**src/rtl/wg_pkg.sv**
```systemverilog
package wg_pkg;

    // Width of the pattern word in the default configuration
    localparam int unsigned WG_PAT_W_DEF = 8;

    // Counter length selection
    typedef enum logic {
        WG_MODE_SHORT = 1'b0,   // modulo PAT_W
        WG_MODE_LONG  = 1'b1    // modulo 2*PAT_W, top bit gates the output
    } wg_mode_e;

    // Active-low enable derived from mode and counter top bit
    function automatic logic wg_enable_n(input wg_mode_e mode, input logic top_bit);
        return (mode == WG_MODE_LONG) && top_bit;
    endfunction

endpackage

```
**src/rtl/wg_step_counter.sv**
```systemverilog
module wg_step_counter
    import wg_pkg::*;
#(
    parameter int unsigned PAT_W = WG_PAT_W_DEF,
    localparam int unsigned SEL_W = $clog2(PAT_W)
) (
    input  logic             clk_i,
    input  logic             rst_i,
    input  wg_mode_e         mode_i,
    output logic [SEL_W-1:0] sel_o,
    output logic             top_o
);
    localparam int unsigned CNT_W = SEL_W + 1;

    logic [CNT_W-1:0] cnt_q;
    logic [SEL_W-1:0] low_next;

    assign low_next = cnt_q[SEL_W-1:0] + SEL_W'(1);

    always_ff @(posedge clk_i) begin
        if (rst_i) begin
            cnt_q <= '0;
        end else if (mode_i == WG_MODE_LONG) begin
            cnt_q <= cnt_q + CNT_W'(1);
        end else begin
            cnt_q <= {1'b0, low_next};
        end
    end

    assign sel_o = cnt_q[SEL_W-1:0];
    assign top_o = cnt_q[SEL_W];

    // short mode never leaves the top bit set after a step
    p_short_top_clear_r7: assert property (@(posedge clk_i) disable iff (rst_i)
        (mode_i == WG_MODE_SHORT) |=> !top_o);

    // short-mode wrap from the last index to zero
    p_short_wrap_r2: assert property (@(posedge clk_i) disable iff (rst_i)
        (mode_i == WG_MODE_SHORT && sel_o == '1) |=> (sel_o == '0 && !top_o));

    // long-mode wrap from the last count to zero
    p_long_wrap_r4: assert property (@(posedge clk_i) disable iff (rst_i)
        (mode_i == WG_MODE_LONG && sel_o == '1 && top_o) |=> (sel_o == '0 && !top_o));

endmodule

```
**src/rtl/wg_bit_select.sv**
```systemverilog
module wg_bit_select
    import wg_pkg::*;
#(
    parameter int unsigned PAT_W = WG_PAT_W_DEF,
    localparam int unsigned SEL_W = $clog2(PAT_W)
) (
    input  logic [PAT_W-1:0] data_i,
    input  logic [SEL_W-1:0] sel_i,
    input  logic             en_n_i,
    output logic             y_o
);
    logic [PAT_W-1:0] hit;

    for (genvar g = 0; g < PAT_W; g++) begin : g_lane
        assign hit[g] = (sel_i == SEL_W'(g)) && data_i[g];
    end

    assign y_o = !en_n_i && (|hit);

endmodule

```
**src/rtl/wave_pattern_gen.sv**
```systemverilog
module wave_pattern_gen
    import wg_pkg::*;
#(
    parameter int unsigned PAT_W = WG_PAT_W_DEF
) (
    input  logic             clk_i,
    input  logic             rst_i,
    input  logic [PAT_W-1:0] pattern_i,
    input  logic             long_mode_i,
    output logic             z_o
);
    localparam int unsigned SEL_W = $clog2(PAT_W);

    wg_mode_e         mode;
    logic [SEL_W-1:0] sel;
    logic             top;
    logic             en_n;
    logic             bit_d;

    assign mode = wg_mode_e'(long_mode_i);

    wg_step_counter #(.PAT_W(PAT_W)) u_cnt (
        .clk_i (clk_i),
        .rst_i (rst_i),
        .mode_i(mode),
        .sel_o (sel),
        .top_o (top)
    );

    assign en_n = wg_enable_n(mode, top);

    wg_bit_select #(.PAT_W(PAT_W)) u_sel (
        .data_i(pattern_i),
        .sel_i (sel),
        .en_n_i(en_n),
        .y_o   (bit_d)
    );

    always_ff @(posedge clk_i) begin
        if (rst_i) begin
            z_o <= 1'b0;
        end else begin
            z_o <= bit_d;
        end
    end

    // silenced half of the long sequence yields a low output
    p_silenced_low_r8: assert property (@(posedge clk_i) disable iff (rst_i)
        (long_mode_i && top) |=> !z_o);

    // enabled output is the selected pattern bit one clock later
    p_latency_r5: assert property (@(posedge clk_i) disable iff (rst_i)
        !(long_mode_i && top) |=> (z_o == $past(pattern_i[sel])));

endmodule

```
**config.mk**
```make
export PLATFORM = sky130hd
export DESIGN_NAME = wave_pattern_gen
export DESIGN_NICKNAME = d
export VERILOG_FILES = /design/src/rtl/wg_pkg.sv /design/src/rtl/wg_step_counter.sv /design/src/rtl/wg_bit_select.sv /design/src/rtl/wave_pattern_gen.sv
export SDC_FILE = /design/constraint.sdc
export NUM_CORES = 1
export LEC_CHECK = 0
export BUFFER_PORTS_ARGS = -buffer_cell sky130_fd_sc_hd__clkbuf_2
export CAP_MARGIN = 10
export CORE_AREA = 2 2 39 41
export CTS_CLUSTER_DIAMETER = 30
export DETAILED_ROUTE_END_ITERATION = 12
export DIE_AREA = 0 0 41 43
export GPL_ROUTABILITY_DRIVEN = 1
export PLACE_DENSITY = 0.49
export SYNTH_ARGS = -nofsm -noshare
export SYNTH_HDL_FRONTEND = slang
export SYNTH_SLANG_ARGS = --single-unit
```
**constraint.sdc**
```tcl
create_clock -name clk_i -period 2 [get_ports clk_i]
set_input_delay 0.2 -clock clk_i [delete_from_list [all_inputs] [get_ports clk_i]]
set_output_delay 0.2 -clock clk_i [all_outputs]
set_load 0.01 [all_outputs]
```
==> results of run 1 <==
==> layer usage <==
layer,vias up,GRT usage,wire length [µm]
met5,-,0,0
met4,0,0.0200,0
met3,0,0.0785,67
met2,9,0.125,251
met1,103,0.0675,201
li1,123,-,-
==> power breakdown <==
group          switching (mW)  internal [mW]
Combinational          0.0181         0.0247
Clock                  0.0390         0.0753
Sequential            0.00657          0.108
==> layout make-up <==
class	count	area share
clock buffer	4	0.0695
inverter	3	0.0298
multi-input combinational	18	0.437
sequential	5	0.265
tap	16	0.0530
timing repair buffer	11	0.146
==> synth_stat cells (all sizes together), types with 2 or more instances <==
master,n,area share
ha,6,0.27
dfxtp,5,0.36
inv,3,0.041
nor2,2,0.027
==> state kept, by name, indices dropped and copies added, names as in the netlist <==
signal,flops
u_cnt.cnt_q,4
z_o,1
==> worst max-delay path, cell delays in order (launching register included) <==
cell,delay (ps)
dfxtp_1,390
inv_1,100
ha_1,210
a221o_2,340
o21ai_0,70
a221oi_1,90
==> cells by family after synthesis <==
| family | synth area share |
|---|---|
| flip-flops | 0.362 |
| buffers and inverters | 0.0407 |
| AND/OR/NAND/NOR | 0.0950 |
| multiplexers | 0.0407 |
| XOR/XNOR | 0.0317 |
| adder cells (fa/ha/maj) | 0.271 |
| AO/OA/AOI/OAI | 0.158 |
==> path summary, 6_finish.rpt <==
kind | from | to | slack (ps) | cells after the start
max | u_cnt.cnt_q[0]$_SDFF_PP0_ | z_o$_SDFF_PP0_ | 670 | 5
min | long_mode_i | z_o$_SDFF_PP0_ | 180 | 2
max reg2reg | u_cnt.cnt_q[0]$_SDFF_PP0_ | z_o$_SDFF_PP0_ | 670 | 5
min reg2reg | u_cnt.cnt_q[3]$_SDFF_PP0_ | z_o$_SDFF_PP0_ | 470 | 1
==> per-stage QoR <==
step	utilization	area, µm²	hold slack [ps]	setup slack, ps
after floorplan	-	277	267	753
after global placement	0.254	352	428	665
after detailed placement	0.254	352	427	650
after CTS	0.273	378	170	644
after global routing	0.273	378	171	587
final	0.273	378	176	669
==> results.tsv, run 1 <==
metric	value	unit
outcome	finished, final reports clean	
synth_cell_types	14	
end_kind	flip-flop	
async_flop_share	0	
worst_slew_pin_slew	275	ps
cts_resized	0	
max-vdd-ir-drop	0.327	mV
synth_cells	26	
finalPower	0.272	mW
wl	520	µm
cts_tree	built	
regArea	100	µm²
die_y	43	µm
wl_per_cell	9.12	µm
first_pass_iters	4	
max_cap_viol_count	0	
power_density	719	mW/mm²
cts_root_buf	clkbuf_4	
start_util	0.200	
ys_seq_elements	5	
startpoint_type	flip-flop	
ys_seq_area_frac	0.362	
vias_per_cell	4.12	
clock-sinks	5	
ios	12	
period_minus_slack	1330	ps
grtUsageTotal	0.0793	
period_share	0.665	
final_cell_mix	clkbuf_2 (11), ha_1 (6), dfxtp_1 (5)	
cp.arrival	1440	ps
numCtsBuffers	3	
crit_type	flip-flop to flip-flop	
synth_nets	43	
core	0.00138	mm²
fmax	0.751	GHz
multi_input_area	165	µm²
leakagePower	0.184	nW
synth_enable_flop_cells	0	
mostFrequentLayoutCell	clkbuf_2	
required	2110	ps
rsz0062_at_grt	no	
fp-row-count	14	
drt_iter0_drc	6	
fin_nets	59	
num_vias	235	
h-tree-depth	1	
yosysWarnings	0	
synth_area_per_cell	10.6	µm²
cts_setup_buffers	0	
fin_worst_skew	0.618	ps
antenna_found_initial	0	
syn-cell-area	277	µm²
dp_hpwl	455	µm
fillerInstances	153	
cts.hold.buffers_added	0	
relSlewSlack	0.817	
diodes	0	
clk_pin_slew	40	ps
gp_congestion	0.677	
cts_buffer_depth	2	
grt_pass1_vias	248	
synthFlopType	dfxtp_1	
layout-drive-gt1-share	0.366	
dp.cells	53	
clk_latency	240	ps
grt_pass1_wl	876	µm
hold_viol_final	0	
drc	0	
die-area	0.00176	mm²
stdcell_count	57	
setup-tns-final	0	ps
hold_class	primary input to flip-flop	
setup_viol	0	
area_growth	36.7	%
critical_path.max_fanout	5	
ant_nets	0	
overflow	0	
die_w	41	µm
io_buffers	11	
drv_slew	0	
grt_max_degree	6	
No activity file was read; power rests on OpenSTA's default activity.
==> run 2: changes to the inputs <==
--- a/config.mk
+++ b/config.mk
@@ -12,7 +12,7 @@
 export DETAILED_ROUTE_END_ITERATION = 12
 export DIE_AREA = 0 0 41 43
 export GPL_ROUTABILITY_DRIVEN = 1
-export PLACE_DENSITY = 0.49
+export PLACE_DENSITY = 0.51
 export SYNTH_ARGS = -nofsm -noshare
 export SYNTH_HDL_FRONTEND = slang
 export SYNTH_SLANG_ARGS = --single-unit
==> constraint.sdc (replaced) <==
create_clock -name clk_i -period 1.2 [get_ports clk_i]
set_input_delay 0.12 -clock clk_i [delete_from_list [all_inputs] [get_ports clk_i]]
set_output_delay 0.12 -clock clk_i [all_outputs]
set_load 0.01 [all_outputs]
==> run 2 against run 1 <==
The flow now finishes with violations (negative setup slack). Worst hold slack lost 81 ps. Utilization grew 4.9 points. Cell area grew 18%. Die area is the same. Largest cell class unchanged. Highest routed layer unchanged.
==> results.tsv, run 2 (synthesized netlist as in run 1, its figures left out) <==
metric	value	unit	change
setup_ws	-51.4	ps	-721 ps
clock-sinks	5		unchanged
max_cap_viol_count	0		unchanged
crit_type	flip-flop to flip-flop		
area_growth	61.1	%	
grt_max_degree	6		unchanged
fin_worst_skew	3.64	ps	+3.03 ps
post_dp_cell_area	399	µm²	+14%
period_minus_slack	1250	ps	-79.3 ps
relSlewSlack	0.797		-0.0195
die-area	0.00176	mm²	unchanged
grt_pass1_wl	855	µm	-2.4%
cp.arrival	1360	ps	-80 ps
drt_iter0_drc	6		unchanged
numCtsBuffers	3		unchanged
cts_root_buf	clkbuf_4		
die_y	43	µm	unchanged
wl_per_cell	8.11	µm	-11%
ant_nets	0		unchanged
mostFrequentLayoutCell	clkbuf_2		
dp_hpwl	448	µm	-1.4%
hold_class	primary input to flip-flop		
wl	503	µm	-3.3%
layout-drive-gt1-share	0.630		+0.265
worst_slew_pin_slew	304	ps	+29.3 ps
die_w	41	µm	unchanged
hold_viol_final	0		unchanged
cts_buffer_depth	2		unchanged
busiest_layer	met2		
cts.hold.buffers_added	0		unchanged
gp_congestion	0.594		-12%
power_density	1070	mW/mm²	+49%
whs	94.1	ps	-81.5 ps
largestRegisters	u_cnt.cnt_q: 4 flops, z_o: 1 flops		
ios	12		unchanged
clk_latency	240	ps	about the same
vias_per_cell	4.31		+4.5%
outcome	finished, violations left		
cts_tree	built		
post-route-util	0.322		+0.0488
startpoint_type	flip-flop		
stdcell_count	62		+8.8%
cts_setup_buffers	0		unchanged
fp-row-count	14		unchanged
met2_usage	0.125		unchanged
grt_pass1_vias	258		+4.0%
num_vias	267		+14%
grt_use_met3	0.0628		-0.0157
dp_slack	-96.2	ps	-746 ps
first_pass_iters	4		unchanged
fin_nets	64		+8.5%
fmax	0.799	GHz	+6.3%
use_met1	0.0581		-0.00946
overflow	0		unchanged
violations	negative setup slack		
required	1310	ps	-800 ps
leakagePower	0.204	nW	+11%
end_kind	flip-flop		
max-vdd-ir-drop	0.449	mV	+38%
critical_path.max_fanout	4		-1
period_share	1.04		+0.377
dp.cells	58		+9.4%
antenna_found_initial	0		unchanged
diodes	0		unchanged
drc	0		unchanged
final_area	445	µm²	+18%
drv_slew	0		unchanged
clk_pin_slew	40	ps	about the same
setup_viol	1		+1
start_util	0.200		unchanged
grtUsageTotal	0.0764		-0.00294
final_cell_mix	clkbuf_2 (11), buf_4 (5), ha_2 (3), clkbuf_4 (3)		
io_buffers	11		unchanged
rsz0062_at_grt	yes		
h-tree-depth	1		unchanged
largest_register_ffs	4		unchanged
largest_register	u_cnt.cnt_q		
core	0.00138	mm²	unchanged
[run 2: cell count changes in the layout (fill, tap and decap cells not counted), moves of 2 or more]
cell and delta:
buf_4 +5, dfxtp_2 +2, ha_2 +3, ha_1 -4
dfxtp_1 -3
[run 2: cell type report]
class / instances / area [µm²]
sequential: 5 / 106
tap: 16 / 20.0
timing repair buffer: 16 / 92.6
fill: 149 / 938
clock buffer: 4 / 26.3
inverter: 3 / 11.3
multi-input combinational: 18 / 189
[run 2: report_power, final]
part / switching, mW / internal, mW
Sequential: 0.0123 / 0.181
Clock: 0.0640 / 0.125
Combinational: 0.0368 / 0.0588
[run 2: metrics by stage]
step	total power, mW	TNS, ps
finish	0.478	-51.4
detailed placement	0.287	-96.2
CTS	0.491	-66.3
global route	0.520	-114
floorplan	0.236	0
global placement	0.286	-66.8
[run 2: worst paths after layout]
path / slack [ps] / to / start / depth (start not counted)
worst min register to register: 480 / z_o$_SDFF_PP0_ / u_cnt.cnt_q[3]$_SDFF_PP0_ / 1
worst min-delay path: 90 / u_cnt.cnt_q[0]$_SDFF_PP0_ / rst_i / 2
worst max register to register: -50 / z_o$_SDFF_PP0_ / u_cnt.cnt_q[0]$_SDFF_PP0_ / 4
worst max-delay path: -50 / z_o$_SDFF_PP0_ / u_cnt.cnt_q[0]$_SDFF_PP0_ / 4
[run 2: routing by layer]
| layer | routed length, µm | up-vias |
|---|---|---|
| li1 | - | 136 |
| met1 | 193 | 122 |
| met2 | 258 | 9 |
| met3 | 51 | 0 |
| met4 | 0 | 0 |
| met5 | 0 | - |
[run 2: critical path, cell delays in order, from the launching register on]
cell	delay, ps
dfxtp_4	350
ha_4	160
ha_2	160
a222oi_1	330
a221oi_1	120
[run 2: what timing repair did]
item | CTS | global route
gates cloned | 0 | 0
resized for setup | 6 | 1
endpoints found under the setup margin | 1 | 1
pin swaps | 2 | 0
==> run 3: changes to the inputs <==
--- a/config.mk
+++ b/config.mk
@@ -12,7 +12,8 @@
 export DETAILED_ROUTE_END_ITERATION = 12
 export DIE_AREA = 0 0 41 43
 export GPL_ROUTABILITY_DRIVEN = 1
-export PLACE_DENSITY = 0.51
+export PLACE_DENSITY = 0.5
 export SYNTH_ARGS = -nofsm -noshare
 export SYNTH_HDL_FRONTEND = slang
+export SYNTH_HIERARCHICAL = 1
 export SYNTH_SLANG_ARGS = --single-unit
==> run 3 against run 2 <==
The run still ends with negative setup slack left. Non-clock buffer count fell by 1. Final cell count fell by 4.8%. Sequential share of layout area rose by 2.5 points. Total power decreased by 0.48%. Cell area shrank 12%. Clock-buffer cell count unchanged. Die area did not move. Register-to-register slack improved by 30 ps. First-iteration DRC count decreased by 50%. Via count shrank 13%. Wire length shrank 0.40%. Sequential power down 4%. Critical path type unchanged. Largest cell class unchanged. Largest power group is now clock.
==> results.tsv, run 3 <==
metric	value	unit	change
synth_top_area_cell	dfxtp_1		
ios	12		unchanged
vias_per_cell	3.92		-9.1%
stdcell_count	59		-4.8%
ys_seq_elements	5		unchanged
internal_power	0.365	mW	+0.16%
violations	negative setup slack		
setup_viol	1		unchanged
first_pass_iters	2		-2
largest_register	u_cnt/cnt_q		
synth_nets	36		-16%
synth_cells	24		-7.7%
relSlewSlack	0.855		+0.0572
io_buffers	11		unchanged
fin_worst_skew	2.82	ps	-0.821 ps
cts_root_buf	clkbuf_4		
yosys-top-cells-count	dfxtp_1 (5), nor2_1 (4), mux2i_1 (3)		
ys_seq_area_frac	0.381		+0.0190
cts_resized	0		-6
cpPeakStageDelay	490	ps	+140 ps
syn-cell-area	263	µm²	-5.0%
clk_pin_slew	50	ps	about the same
clock-sinks	5		unchanged
diodes	0		unchanged
finalPower	0.476	mW	-0.48%
cts_buffer_depth	2		unchanged
core	0.00138	mm²	unchanged
die-area	0.00176	mm²	unchanged
ant_nets	0		unchanged
drv_slew	0		unchanged
seq_power_share	0.392		-0.012
layout-drive-gt1-share	0.512		-0.119
synth_area_per_cell	10.9	µm²	+2.9%
power_density	1210	mW/mm²	+12%
crit_type	flip-flop to flip-flop		
netSwitchingPower	0.110	mW	-2.5%
fin_nets	56		-13%
p_sw_frac	0.232		-0.00491
fmax	0.817	GHz	+2.2%
mostFrequentLayoutCell	clkbuf_2		
wl_per_cell	8.49	µm	+4.7%
drc	0		unchanged
post-route-util	0.285		-0.0371
h-tree-depth	1		unchanged
combPwrFrac	0.197		-0.003
numCtsBuffers	3		unchanged
drt_iter0_drc	3		-3
period_minus_slack	1220	ps	-27.1 ps
yosysMostFrequentCell	dfxtp_1		
grt_pass1_vias	192		-26%
clk_latency	240	ps	about the same
final_cell_mix	clkbuf_2 (11), buf_4 (4), nor2_1 (4), dfxtp_1 (4)		
cp.arrival	1360	ps	about the same
cts_setup_buffers	0		unchanged
max_cap_viol_count	0		unchanged
startpoint_type	flip-flop		
grtUsageTotal	0.0645		-0.0119
netlist_top_cells_area	dfxtp_1 (38%), mux2i_1 (11%), mux4_1 (10%)		
synth_cell_types	15		+1
outcome	finished, violations left		
grt_max_degree	7		+1
synth_top_area_frac	0.381		+0.0190
end_kind	flip-flop		
required	1330	ps	+20 ps
crit_start	u_cnt/cnt_q[0]$_SDFF_PP0_		
yosysWarnings	6		+6
die_w	41	µm	unchanged
largestRegisters	u_cnt/cnt_q: 4 flops, z_o: 1 flops		
area_growth	50.0	%	
synthFlopType	dfxtp_1		
largest_register_ffs	4		unchanged
async_flop_share	0		unchanged
multi_input_area	155	µm²	-18%
worst_slew_pin_slew	217	ps	-87.2 ps
start_util	0.190		-0.00995
dp.cells	55		-5.2%
cts.hold.buffers_added	0		unchanged
num_vias	231		-13%
clkPwrFrac	0.411		+0.015
die_y	43	µm	unchanged
post_dp_cell_area	368	µm²	-7.8%
regArea	104	µm²	-2.4%
setup_ws	-24.3	ps	+27.1 ps
gp_congestion	0.686		+16%
hold_class	primary input to flip-flop		
hold_viol_final	0		unchanged
grt_pass1_wl	710	µm	-17%
cts_tree	built		
cp_slowest_cell	mux4_2		
crit_path_cell_trace	mux4_2, nor2_1, a311oi_1, nor2b_4		
antenna_found_initial	0		unchanged
hold_start	rst_i		
overflow	0		unchanged
rr_startpoint	u_cnt/cnt_q[0]$_SDFF_PP0_		
synth_enable_flop_cells	0		unchanged
max-vdd-ir-drop	0.386	mV	-14%
dp_hpwl	420	µm	-6.2%
final_area	394	µm²	-12%
whs	130	ps	+35.5 ps
fp-row-count	14		unchanged
critical_path.max_fanout	3		-1
wl	501	µm	-0.40%
period_share	1.02		-0.0226
rsz0062_at_grt	yes		
fillerInstances	154		+3.4%
leakagePower	0.196	nW	-3.8%
run 3: changes by cell type after synthesis, sizes merged, moves of 2 or more:
cell / previous run / this run
ha: 6 / 1
nor2: 2 / 4
mux2i: 0 / 3
inv: 3 / 1
run 3: logic make-up (layout without fill, tap and decap cells):
family                     Yosys count  in the layout  synth area share
and+or+nand+nor                     10             10             0.248
DFF                                  5              5             0.381
muxes                                4              4             0.214
AOI/OAI and AO/OA                    2              2            0.0619
adders and majority gates            1              1            0.0476
xor gates and xnor gates             1              1            0.0333
buffers and inverters                1             20            0.0143
run 3: repair_timing:
| item | in CTS | in global routing |
|---|---|---|
| pin swaps | 1 | 0 |
| cloned | 0 | 0 |
| endpoints found under the setup margin | 1 | 1 |
run 3: path summary, 6_finish.rpt:
| kind | endpoint | slack (ps) | cells after the start |
|---|---|---|---|
| max | z_o$_SDFF_PP0_ | -20 | 4 |
| min | u_cnt/cnt_q[0]$_SDFF_PP0_ | 130 | 2 |
| min reg2reg | u_cnt/cnt_q[3]$_SDFF_PP0_ | 490 | 2 |
| max reg2reg | z_o$_SDFF_PP0_ | -20 | 4 |
run 3: per-stage QoR:
stage	worst slack [ps]	setup TNS, ps
2_1_floorplan	-11.0	-11.0
4_1_cts	-37.9	-37.9
3_5_place_dp	-39.5	-39.5
3_3_place_gp	-37.3	-37.3
5_1_grt	-69.1	-69.1
6_report	-24.3	-24.3
run 3: layout make-up:
cell class              instances  share of cell area
inverters                       1             0.00952
repair buffers                 15               0.216
multi-input cells              18               0.394
well taps                      16              0.0508
clock buffers                   4              0.0667
flip-flops and latches          5               0.263
run 3: power groups by stage:
stage | clock [mW] | combinational [mW] | sequential (mW)
2_1_floorplan | 0 | 0.0450 | 0.195
3_3_place_gp | 0 | 0.0947 | 0.190
3_5_place_dp | 0 | 0.0955 | 0.190
4_1_cts | 0.203 | 0.0955 | 0.187
5_1_grt | 0.217 | 0.105 | 0.188
6_report | 0.195 | 0.0938 | 0.186
run 3: critical path, delay by kind of cell, from the launching register on:
kind,cells,cell delay [ps]
muxes,1,490
and+or+nand+nor,2,230
AOI/OAI and AO/OA,1,50
DFF,1,350
run 3: per-layer routing:
layer,part of all wire,vias to the layer above,routed length (µm),GRT usage
met3,0.13,0,63,0.0314
met5,0,-,0,0
met4,0,0,0,0.0600
li1,-,125,-,-
met1,0.49,95,245,0.0812
met2,0.38,11,192,0.0750
